===== config.mk =====
export PLATFORM = sky130hd
export DESIGN_NAME = mbox_ipc_regs
export DESIGN_NICKNAME = d
export VERILOG_FILES = /design/src/rtl/mbox_pkg.sv /design/src/rtl/mbox_wordbuf.sv /design/src/rtl/mbox_cmd_ctl.sv /design/src/rtl/mbox_ipc_regs.sv
export SDC_FILE = /design/constraint.sdc
export NUM_CORES = 1
export LEC_CHECK = 0
export BUFFER_PORTS_ARGS = -buffer_cell sky130_fd_sc_hd__buf_2
export CAP_MARGIN = 20
export CELL_PAD_IN_SITES_DETAIL_PLACEMENT = 0
export CELL_PAD_IN_SITES_GLOBAL_PLACEMENT = 1
export CORE_MARGIN = 2
export CORE_UTILIZATION = 35
export DETAILED_ROUTE_END_ITERATION = 8
export PLACE_DENSITY = 0.6
export SLEW_MARGIN = 20
export SYNTH_ARGS = -nofsm -noshare
export SYNTH_HDL_FRONTEND = slang
export SYNTH_SLANG_ARGS = --single-unit

===== constraint.sdc =====
create_clock -name clk -period 2.1 [get_ports clk]
set_input_delay 0.315 -clock clk [delete_from_list [all_inputs] [get_ports clk]]
set_output_delay 0.315 -clock clk [all_outputs]
set_load 0.02 [all_outputs]

===== src/rtl/mbox_pkg.sv =====
package mbox_pkg;

   typedef struct packed {
      logic [7:0] size;
      logic [3:0] id;
      logic       irq_req;
      logic [7:0] code;
   } mbox_cmd_t;

   function automatic mbox_cmd_t unpack_cmd(input logic [31:0] w);
      mbox_cmd_t c;
      c.code    = w[7:0];
      c.irq_req = w[8];
      c.id      = w[15:12];
      c.size    = w[23:16];
      return c;
   endfunction

   function automatic logic [31:0] pack_status(input logic [7:0] ecode,
                                                input logic [7:0] iid,
                                                input logic [3:0] id,
                                                input logic       err,
                                                input logic       busy);
      return {8'h00, ecode, iid, id, 2'b00, err, busy};
   endfunction

endpackage


===== src/rtl/mbox_wordbuf.sv =====
module mbox_wordbuf #(
   parameter int NWORDS = 4,
   parameter int DW     = 32,
   localparam int IW    = (NWORDS > 1) ? $clog2(NWORDS) : 1
) (
   input  logic          clk,
   input  logic          rst_n,
   input  logic          we,
   input  logic [IW-1:0] widx,
   input  logic [DW-1:0] wdata,
   input  logic [IW-1:0] ridx,
   output logic [DW-1:0] rdata
);

   logic [DW-1:0] words [NWORDS];

   initial begin
      assert (NWORDS >= 1) else $error("mbox_wordbuf: NWORDS must be >= 1");
   end

   for (genvar k = 0; k < NWORDS; k++) begin : g_word
      always_ff @(posedge clk or negedge rst_n) begin
         if (!rst_n)
            words[k] <= '0;
         else if (we && (widx == IW'(k)))
            words[k] <= wdata;
      end
   end

   assign rdata = words[ridx];

endmodule


===== src/rtl/mbox_cmd_ctl.sv =====
module mbox_cmd_ctl
   import mbox_pkg::*;
#(
   parameter bit IRQ_SUPPORT = 1'b1
) (
   input  logic        clk,
   input  logic        rst_n,
   input  logic        cmd_wr,
   input  logic [31:0] cmd_word,
   input  logic        done,
   input  logic        done_err,
   input  logic [7:0]  done_code,
   input  logic [7:0]  done_iid,
   output mbox_cmd_t   cmd_q,
   output logic        doorbell,
   output logic        busy,
   output logic [31:0] status_word,
   output logic        host_irq,
   output logic        overrun
);

   logic       err_q;
   logic [7:0] ecode_q;
   logic [7:0] iid_q;
   logic       accept;
   logic       finish;

   assign accept = cmd_wr && !busy;
   assign finish = done && busy;

   always_ff @(posedge clk or negedge rst_n) begin
      if (!rst_n) begin
         cmd_q    <= '0;
         doorbell <= 1'b0;
         busy     <= 1'b0;
         err_q    <= 1'b0;
         ecode_q  <= '0;
         iid_q    <= '0;
         overrun  <= 1'b0;
      end else begin
         doorbell <= accept;
         if (accept) begin
            cmd_q   <= unpack_cmd(cmd_word);
            busy    <= 1'b1;
            err_q   <= 1'b0;
            ecode_q <= '0;
            iid_q   <= '0;
         end else if (finish) begin
            busy    <= 1'b0;
            err_q   <= done_err;
            ecode_q <= done_code;
            iid_q   <= done_iid;
         end
         if (cmd_wr && busy)
            overrun <= 1'b1;
      end
   end

   assign status_word = pack_status(ecode_q, iid_q, cmd_q.id, err_q, busy);

   if (IRQ_SUPPORT) begin : g_irq
      logic irq_q;
      always_ff @(posedge clk or negedge rst_n) begin
         if (!rst_n) irq_q <= 1'b0;
         else        irq_q <= finish && cmd_q.irq_req;
      end
      assign host_irq = irq_q;

      // interrupt lasts one cycle and follows busy falling
      p_irq_pulse_r4: assert property (@(posedge clk) disable iff (!rst_n)
         host_irq |=> !host_irq);
      p_irq_after_done_r4: assert property (@(posedge clk) disable iff (!rst_n)
         host_irq |-> (!busy && $past(busy)));
   end else begin : g_noirq
      assign host_irq = 1'b0;
   end

   // accepted write produces a doorbell next cycle
   p_doorbell_r1: assert property (@(posedge clk) disable iff (!rst_n)
      (cmd_wr && !busy) |=> doorbell);
   p_doorbell_single_r1: assert property (@(posedge clk) disable iff (!rst_n)
      doorbell |=> !doorbell);
   // busy set after accepted write
   p_busy_set_r2: assert property (@(posedge clk) disable iff (!rst_n)
      (cmd_wr && !busy) |=> busy);
   // busy held until completion
   p_busy_hold_r3: assert property (@(posedge clk) disable iff (!rst_n)
      (busy && !done) |=> busy);
   // write while busy changes nothing and latches overrun
   p_ignore_busy_r5: assert property (@(posedge clk) disable iff (!rst_n)
      (cmd_wr && busy) |=> ($stable(cmd_q) && overrun && !doorbell));
   p_overrun_sticky_r5: assert property (@(posedge clk) disable iff (!rst_n)
      overrun |=> overrun);

endmodule


===== src/rtl/mbox_ipc_regs.sv =====
module mbox_ipc_regs
   import mbox_pkg::*;
#(
   parameter int          ADDR_W      = 8,
   parameter int          DATA_W      = 32,
   parameter int          BUF_BYTES   = 16,
   parameter logic [7:0]  CMD_OFF     = 8'h00,
   parameter logic [7:0]  STAT_OFF    = 8'h04,
   parameter logic [7:0]  WBUF_OFF    = 8'h80,
   parameter logic [7:0]  RBUF_OFF    = 8'h90,
   parameter bit          IRQ_SUPPORT = 1'b1,
   localparam int         NWORDS      = BUF_BYTES / 4,
   localparam int         IW          = (NWORDS > 1) ? $clog2(NWORDS) : 1
) (
   input  logic              clk,
   input  logic              rst_n,
   input  logic              h_wr,
   input  logic [ADDR_W-1:0] h_addr,
   input  logic [DATA_W-1:0] h_wdata,
   input  logic              h_byte,
   output logic [DATA_W-1:0] h_rdata,
   output logic              host_irq,
   output logic              c_doorbell,
   output logic [7:0]        c_code,
   output logic [3:0]        c_id,
   output logic [7:0]        c_size,
   output logic              c_overrun,
   input  logic [IW-1:0]     c_wb_idx,
   output logic [DATA_W-1:0] c_wb_word,
   input  logic              c_rb_we,
   input  logic [IW-1:0]     c_rb_idx,
   input  logic [DATA_W-1:0] c_rb_wdata,
   input  logic              c_done,
   input  logic              c_err,
   input  logic [7:0]        c_err_code,
   input  logic [7:0]        c_init_id
);

   localparam logic [ADDR_W-1:0] SPAN = ADDR_W'(BUF_BYTES);

   initial begin
      assert (DATA_W == 32)          else $error("mbox_ipc_regs: DATA_W must be 32");
      assert (BUF_BYTES % 4 == 0)    else $error("mbox_ipc_regs: BUF_BYTES must be a word multiple");
      assert (BUF_BYTES >= 4)        else $error("mbox_ipc_regs: BUF_BYTES too small");
      assert (ADDR_W == 8)           else $error("mbox_ipc_regs: ADDR_W must match offset width");
   end

   // ---------------- address decode ----------------
   logic [ADDR_W-1:0] waddr;
   logic [ADDR_W-1:0] wb_off;
   logic [ADDR_W-1:0] rb_off;
   logic              hit_cmd, hit_stat, hit_wb, hit_rb;

   assign waddr    = {h_addr[ADDR_W-1:2], 2'b00};
   assign wb_off   = h_addr - WBUF_OFF;
   assign rb_off   = h_addr - RBUF_OFF;
   assign hit_cmd  = (waddr == CMD_OFF);
   assign hit_stat = (waddr == STAT_OFF);
   assign hit_wb   = (wb_off < SPAN);
   assign hit_rb   = (rb_off < SPAN);

   // ---------------- command / status ----------------
   mbox_cmd_t   cmd_q;
   logic        busy;
   logic [31:0] status_word;

   mbox_cmd_ctl #(.IRQ_SUPPORT(IRQ_SUPPORT)) u_ctl (
      .clk         (clk),
      .rst_n       (rst_n),
      .cmd_wr      (h_wr && hit_cmd),
      .cmd_word    (h_wdata),
      .done        (c_done),
      .done_err    (c_err),
      .done_code   (c_err_code),
      .done_iid    (c_init_id),
      .cmd_q       (cmd_q),
      .doorbell    (c_doorbell),
      .busy        (busy),
      .status_word (status_word),
      .host_irq    (host_irq),
      .overrun     (c_overrun)
   );

   assign c_code = cmd_q.code;
   assign c_id   = cmd_q.id;
   assign c_size = cmd_q.size;

   // ---------------- outbound buffer (host writes) ----------------
   mbox_wordbuf #(.NWORDS(NWORDS), .DW(DATA_W)) u_wbuf (
      .clk   (clk),
      .rst_n (rst_n),
      .we    (h_wr && hit_wb),
      .widx  (wb_off[IW+1:2]),
      .wdata (h_wdata),
      .ridx  (c_wb_idx),
      .rdata (c_wb_word)
   );

   // ---------------- inbound buffer (controller writes) ----------------
   logic [DATA_W-1:0] rb_word;

   mbox_wordbuf #(.NWORDS(NWORDS), .DW(DATA_W)) u_rbuf (
      .clk   (clk),
      .rst_n (rst_n),
      .we    (c_rb_we),
      .widx  (c_rb_idx),
      .wdata (c_rb_wdata),
      .ridx  (rb_off[IW+1:2]),
      .rdata (rb_word)
   );

   // ---------------- host read mux ----------------
   logic [DATA_W-1:0] word_sel;
   logic [7:0]        byte_sel;

   always_comb begin
      if (hit_stat)    word_sel = status_word;
      else if (hit_rb) word_sel = rb_word;
      else             word_sel = '0;
   end

   always_comb begin
      case (h_addr[1:0])
         2'd0:    byte_sel = word_sel[7:0];
         2'd1:    byte_sel = word_sel[15:8];
         2'd2:    byte_sel = word_sel[23:16];
         default: byte_sel = word_sel[31:24];
      endcase
   end

   assign h_rdata = h_byte ? {{(DATA_W-8){1'b0}}, byte_sel} : word_sel;

   // command register and outbound buffer never read back
   p_wo_reads_zero_r8: assert property (@(posedge clk) disable iff (!rst_n)
      (hit_cmd || hit_wb) |-> (h_rdata == '0));

endmodule


# Yosys cells after proc, flatten, opt, wreduce, memory -nomap -nowiden
# Cells that the tools add are included.
# W data, S select, Z words.
# totals
register_bits	298
out_inout_bits	87
inputBits	99
word_cells	74
# op_classes
magnitude_cmp	4
eq_ne	9
n_addsub	2
n_reduce_logical	20
n_bitwise	2
muxes	18
# ops
op	n
$mux W32	7
$bmux W32 S2	2
$mux W8	4
$pmux W8 S3	1
$lt A8 B5 Y1 const B	2
$sub A8 B8 Y8 const B	2
$logic_and A1 B1 Y1	14
$eq A2 B2 Y1 const B	5
$logic_not A8 Y1	1
$eq A2 B1 Y1 const B	3
$eq A6 B1 Y1 const B	1
$ge A3 B3 Y1 const B	2
$logic_not A2 Y1	3
$not A2 Y3	2
$mux W1	4
$reduce_bool A2 Y1	1
$logic_not A1 Y1	1

# Depth between registers and ports, before layout
# depth
word_depth	9
ltp_mapped	8
depth_no_buf	4

# Hierarchy
# Synthesis repeated with hierarchy kept, for this count alone.
# unflattened
cells_unflattened	862
area_unflattened_um2	13733.2
# modules_own_cells
mod	seq_area_each_um2	cells_per_inst	area_each_um2	n_inst
mbox_wordbuf	3203.1	311	5504.0	2
mbox_cmd_ctl	1051.0	126	1884.3	1
mbox_ipc_regs	0.0	114	840.8	1

# Least setup slack after synthesis
# OpenSTA, ideal clock, no wires.
# synth_path
path_type	input-to-output
startpoint	in h_addr[2]
endpoint	out h_rdata[7]
arrival_ns	1.684
path_buffers	2
required_time_ns	1.785
path_stages	5
slack_ns	0.101
cell_sequence	buf_6 -> buf_8 -> mux4_2 -> a22o_1 -> a221o_1
# synth_between
elab_chain_cells	9
elab_cells_between_ends	11
classes_between	add/sub (1); order compare (1); eq/ne (1); mux (7); bitwise (1)
# synth_rtl
item	line	rtl
start, declared	mbox_ipc_regs.sv:18	input logic [ADDR_W-1:0] h_addr,
parallel branches: the longest is 6 deep, another holds $sub A8 B8 Y8	n/a	
$mux W32 *	mbox_ipc_regs.sv:117	if (hit_stat) word_sel = status_word;
$pmux W8 S3	mbox_ipc_regs.sv:123	case (h_addr[1:0])
$mux W32 *	mbox_ipc_regs.sv:131	assign h_rdata = h_byte ? {{(DATA_W-8){1'b0}}, byte_sel} : word_sel;
end, declared	mbox_ipc_regs.sv:21	output logic [DATA_W-1:0] h_rdata,
# Mark *: on every way between the ends. The select of a mux whose other input is x is not followed.

# Worst setup path after layout
# layout_path
startpoint	reg u_rbuf.words[23] (netlist name)
endpoint	out h_rdata[7]
# layout_between
elab_chain_cells	7
# layout_rtl
item	line	rtl
start, declared	mbox_wordbuf.sv:15	logic [DW-1:0] words [NWORDS];
start signal, assigned by index	mbox_wordbuf.sv:26	words[k] <= wdata;
$bmux W32 S2	mbox_wordbuf.sv:30	assign rdata = words[ridx];
$mux W32 (not written as such) (2 in series)	mbox_wordbuf.sv:30	
$mux W32	mbox_ipc_regs.sv:118	else if (hit_rb) word_sel = rb_word;
$mux W32	mbox_ipc_regs.sv:117	
$pmux W8 S3	mbox_ipc_regs.sv:123	
$mux W32	mbox_ipc_regs.sv:131	
# No other way between the ends. The select of a mux whose other input is x is not followed.

==> run summary <==
Tot GR Track Use: 18.2%
R2R cell count: 3
post-placement setup slack: -339 ps
Slowest-stage cell, CP: mux4_2
DRT iter0 DRCs: 319
via-per-instance ratio: 5.10
DP Area: 15700 sq um
final core occ: 45.4%
initial core utilization: 35.4%
register area share after synthesis: 54.6%
Syn Nets: 1021
Buf/Inv on CP: 1
final worst path period need: 2600 ps
initial antenna violation count: 2
cell taking the most area after synthesis: dfrtp_1
Synth area leaders: dfrtp_1 (55%), mux2_1 (15%), mux4_2 (11%)
CP delay by family, top: compound AO/OA/AOI/OAI gates
CP startpoint: u_rbuf.words[23]
drt first pass iters: 6
Worst slew margin: 58.5%
count leader, synth: dfrtp_1
post-synth top area share: 54.6%
status: finished, violations left
worst reg2reg startpoint: u_ctl.busy
CTS tree: yes
final net count: 1262
Required @ worst endpoint: 1780 ps
Port Buf Inserts: 185
Mean Syn Cell Area: 14.8 sq um
max cap viols: 0
worst min-delay path class: primary input to flop
Setup-failing EPs final: 24
total congestion overflow: 0
CTS Sinks: 298
multi-input combinational cell area: 6010 sq um
Core ar.: 38600 sq um
failing checks: setup timing
dpl hpwl: 24700 um
chip width: 202 um
register area: 7460 sq um
vias in the first global route: 9440
worst-path fanout max: 2
Ports: 186
root buf cell: clkbuf_16
row count: 72
Inserted Clock Buffers: 35
actual slew at the worst max-slew pin: 621 ps
Max Fclk: 385 MHz
die footprint: 40600 sq um
clk_skew: 14.2 ps
antenna viol nets, final: 0
PnR worst setup slack: -499 ps
Post-synth ARST share: 100%
final hold violations: 0
post-route cell area: 17500 sq um
largest net degree at the start of global routing: 71
top_reg_cell synth: dfrtp_1
RSZ-0062 raised after global routing: yes
first-pass GRT wire length: 56600 um
register-to-register setup slack: 600 ps
leakage power: 0.00815 uW
number of enable flip-flop cells after synthesis: 0
Tcrit/Tclk final: 124%
Via Count: 8692
CP arrival: 2280 ps
Power, Total: 15900 uW
# H-tree levels: 2
post-synth cell types: 43
Peak VDD IR: 0.521 mV
ratio of cells with drive above 1 in the final layout: 47.1%
Routed WL: 36100 um
n_diodes: 0
Total Negative Setup Slacks: -4260 ps
Cells after Synth: 922
critical path depth: 5
Yosys Warn Count: 0
FF+latch count, synth: 298
DRC violations left: 0
startpoint types: flop
Fillers: 3528
Clock transition at path regs: 60 ps
Final Max Tran Viols: 0
Crit. End Element: primary output
Die Y: 202 um
placer congestion estimate: 0.809
CP Class: flop to primary output
Crit path largest cell delay: 460 ps
P per Cell Area: 908 nW/um^2
Area Growth Syn to Fin: 28.2%
synth cell count leaders: dfrtp_1 (298), mux2_1 (179), mux2_2 (98)
last element of the critical path: h_rdata[7]
synthesized area: 13700 sq um
maximum clock insertion buffer count: 3
Routed WL per cell: 21.2 um
Crit Reg-Reg Endpoint: u_ctl.err_q
Hold Crit Start: c_init_id[3]
Clock Latency Late Sink: 530 ps
Cell Chain, Critical Path: mux4_2 > and2_4 > a211o_1 > a221o_1 > buf_6
## layout by cell type, fill, tap and decap left out, types with 8 or more instances in the layout
master,instances
a22oi_2,9
nor2_1,9
and2_4,10
dfrtp_1,298
nand4_1,8
buf_2,153
mux4_2,64
o21ai_1,17
buf_12,20
nand3_2,8
mux2_1,179
buf_4,64
nand2_1,55
buf_6,35
dlygate4sd3_1,16
clkbuf_16,36
mux2_2,98
## area by class of cell
class	instances	share of cell area, %
sequential	298	42.6
inverter	1	0.0214
clock buffer	46	5.70
timing repair buffer	290	12.7
tap	518	3.70
clock inverter	13	0.929
multi-input combinational	537	34.3
## how the worst min path moves through the flow
stage,to,slack [ps],depth (start not counted)
after floorplan,u_ctl.busy,20,0
after global placement,u_wbuf.words[99],250,1
after detailed placement,u_wbuf.words[99],250,1
after CTS,u_ctl.ecode_q[7],0.6,3
after global routing,u_ctl.ecode_q[7],9,3
final,u_ctl.iid_q[3],30,3
## state kept, by name, summed over array words and instances (netlist names)
| register | cells |
|---|---|
| u_rbuf.words | 128 |
| u_ctl.iid_q | 8 |
| u_ctl.overrun | 1 |
| u_ctl.err_q | 1 |
| u_ctl.doorbell | 1 |
| u_wbuf.words | 128 |
| u_ctl.ecode_q | 8 |
| u_ctl.host_irq | 1 |
| u_ctl.cmd_q | 21 |
| u_ctl.busy | 1 |
## timing repair
item / 4_1_cts / 5_1_grt
hold buffers: 16 / 0
buffers inserted: 11 / 4
setup endpoints to repair: 32 / 30
hold endpoints to repair: 55 / 0
pin swaps: 39 / 23
gates resized for setup: 118 / 21
## power by group
| group | switching [uW] | internal [uW] | leakage [uW] | total (uW) |
|---|---|---|---|---|
| combinational | 1190 | 1420 | 0.00381 | 2610 |
| clock | 2430 | 3720 | 0.000565 | 6140 |
| sequential | 489 | 6640 | 0.00378 | 7130 |
## cell families after synthesis
family / share of synthesized area [%]
AO/OA/AOI/OAI: 3.54
buffers and inverters: 3.62
flip-flops: 54.6
multiplexers: 33.5
AND/OR/NAND/NOR: 4.76
## per-stage QoR
| stage | hold WS [ps] | std cells |
|---|---|---|
| after floorplan | 19.4 | 922 |
| after global placement | 253 | 1623 |
| after detailed placement | 247 | 1623 |
| after CTS | 0.559 | 1703 |
| after global routing | 8.55 | 1703 |
| final | 27.1 | 1703 |
## worst register-to-register path, delay by kind of cell, from the launching register on
family,cells,cell delay (ps)
and+or+nand+nor,2,710
DFF,1,600
AOI/OAI and AO/OA,1,110
## per-layer routing
metal	share of wire, %	GRT usage, %	up-vias	wire length (um)
met4	2.0	5.04	2	731
met3	4.3	3.58	53	1540
li1	-	-	3893	-
met2	48	29.9	193	17500
met1	45	24.5	4551	16400
met5	0.019	0	-	7
No activity file was read; power rests on OpenSTA's default activity.
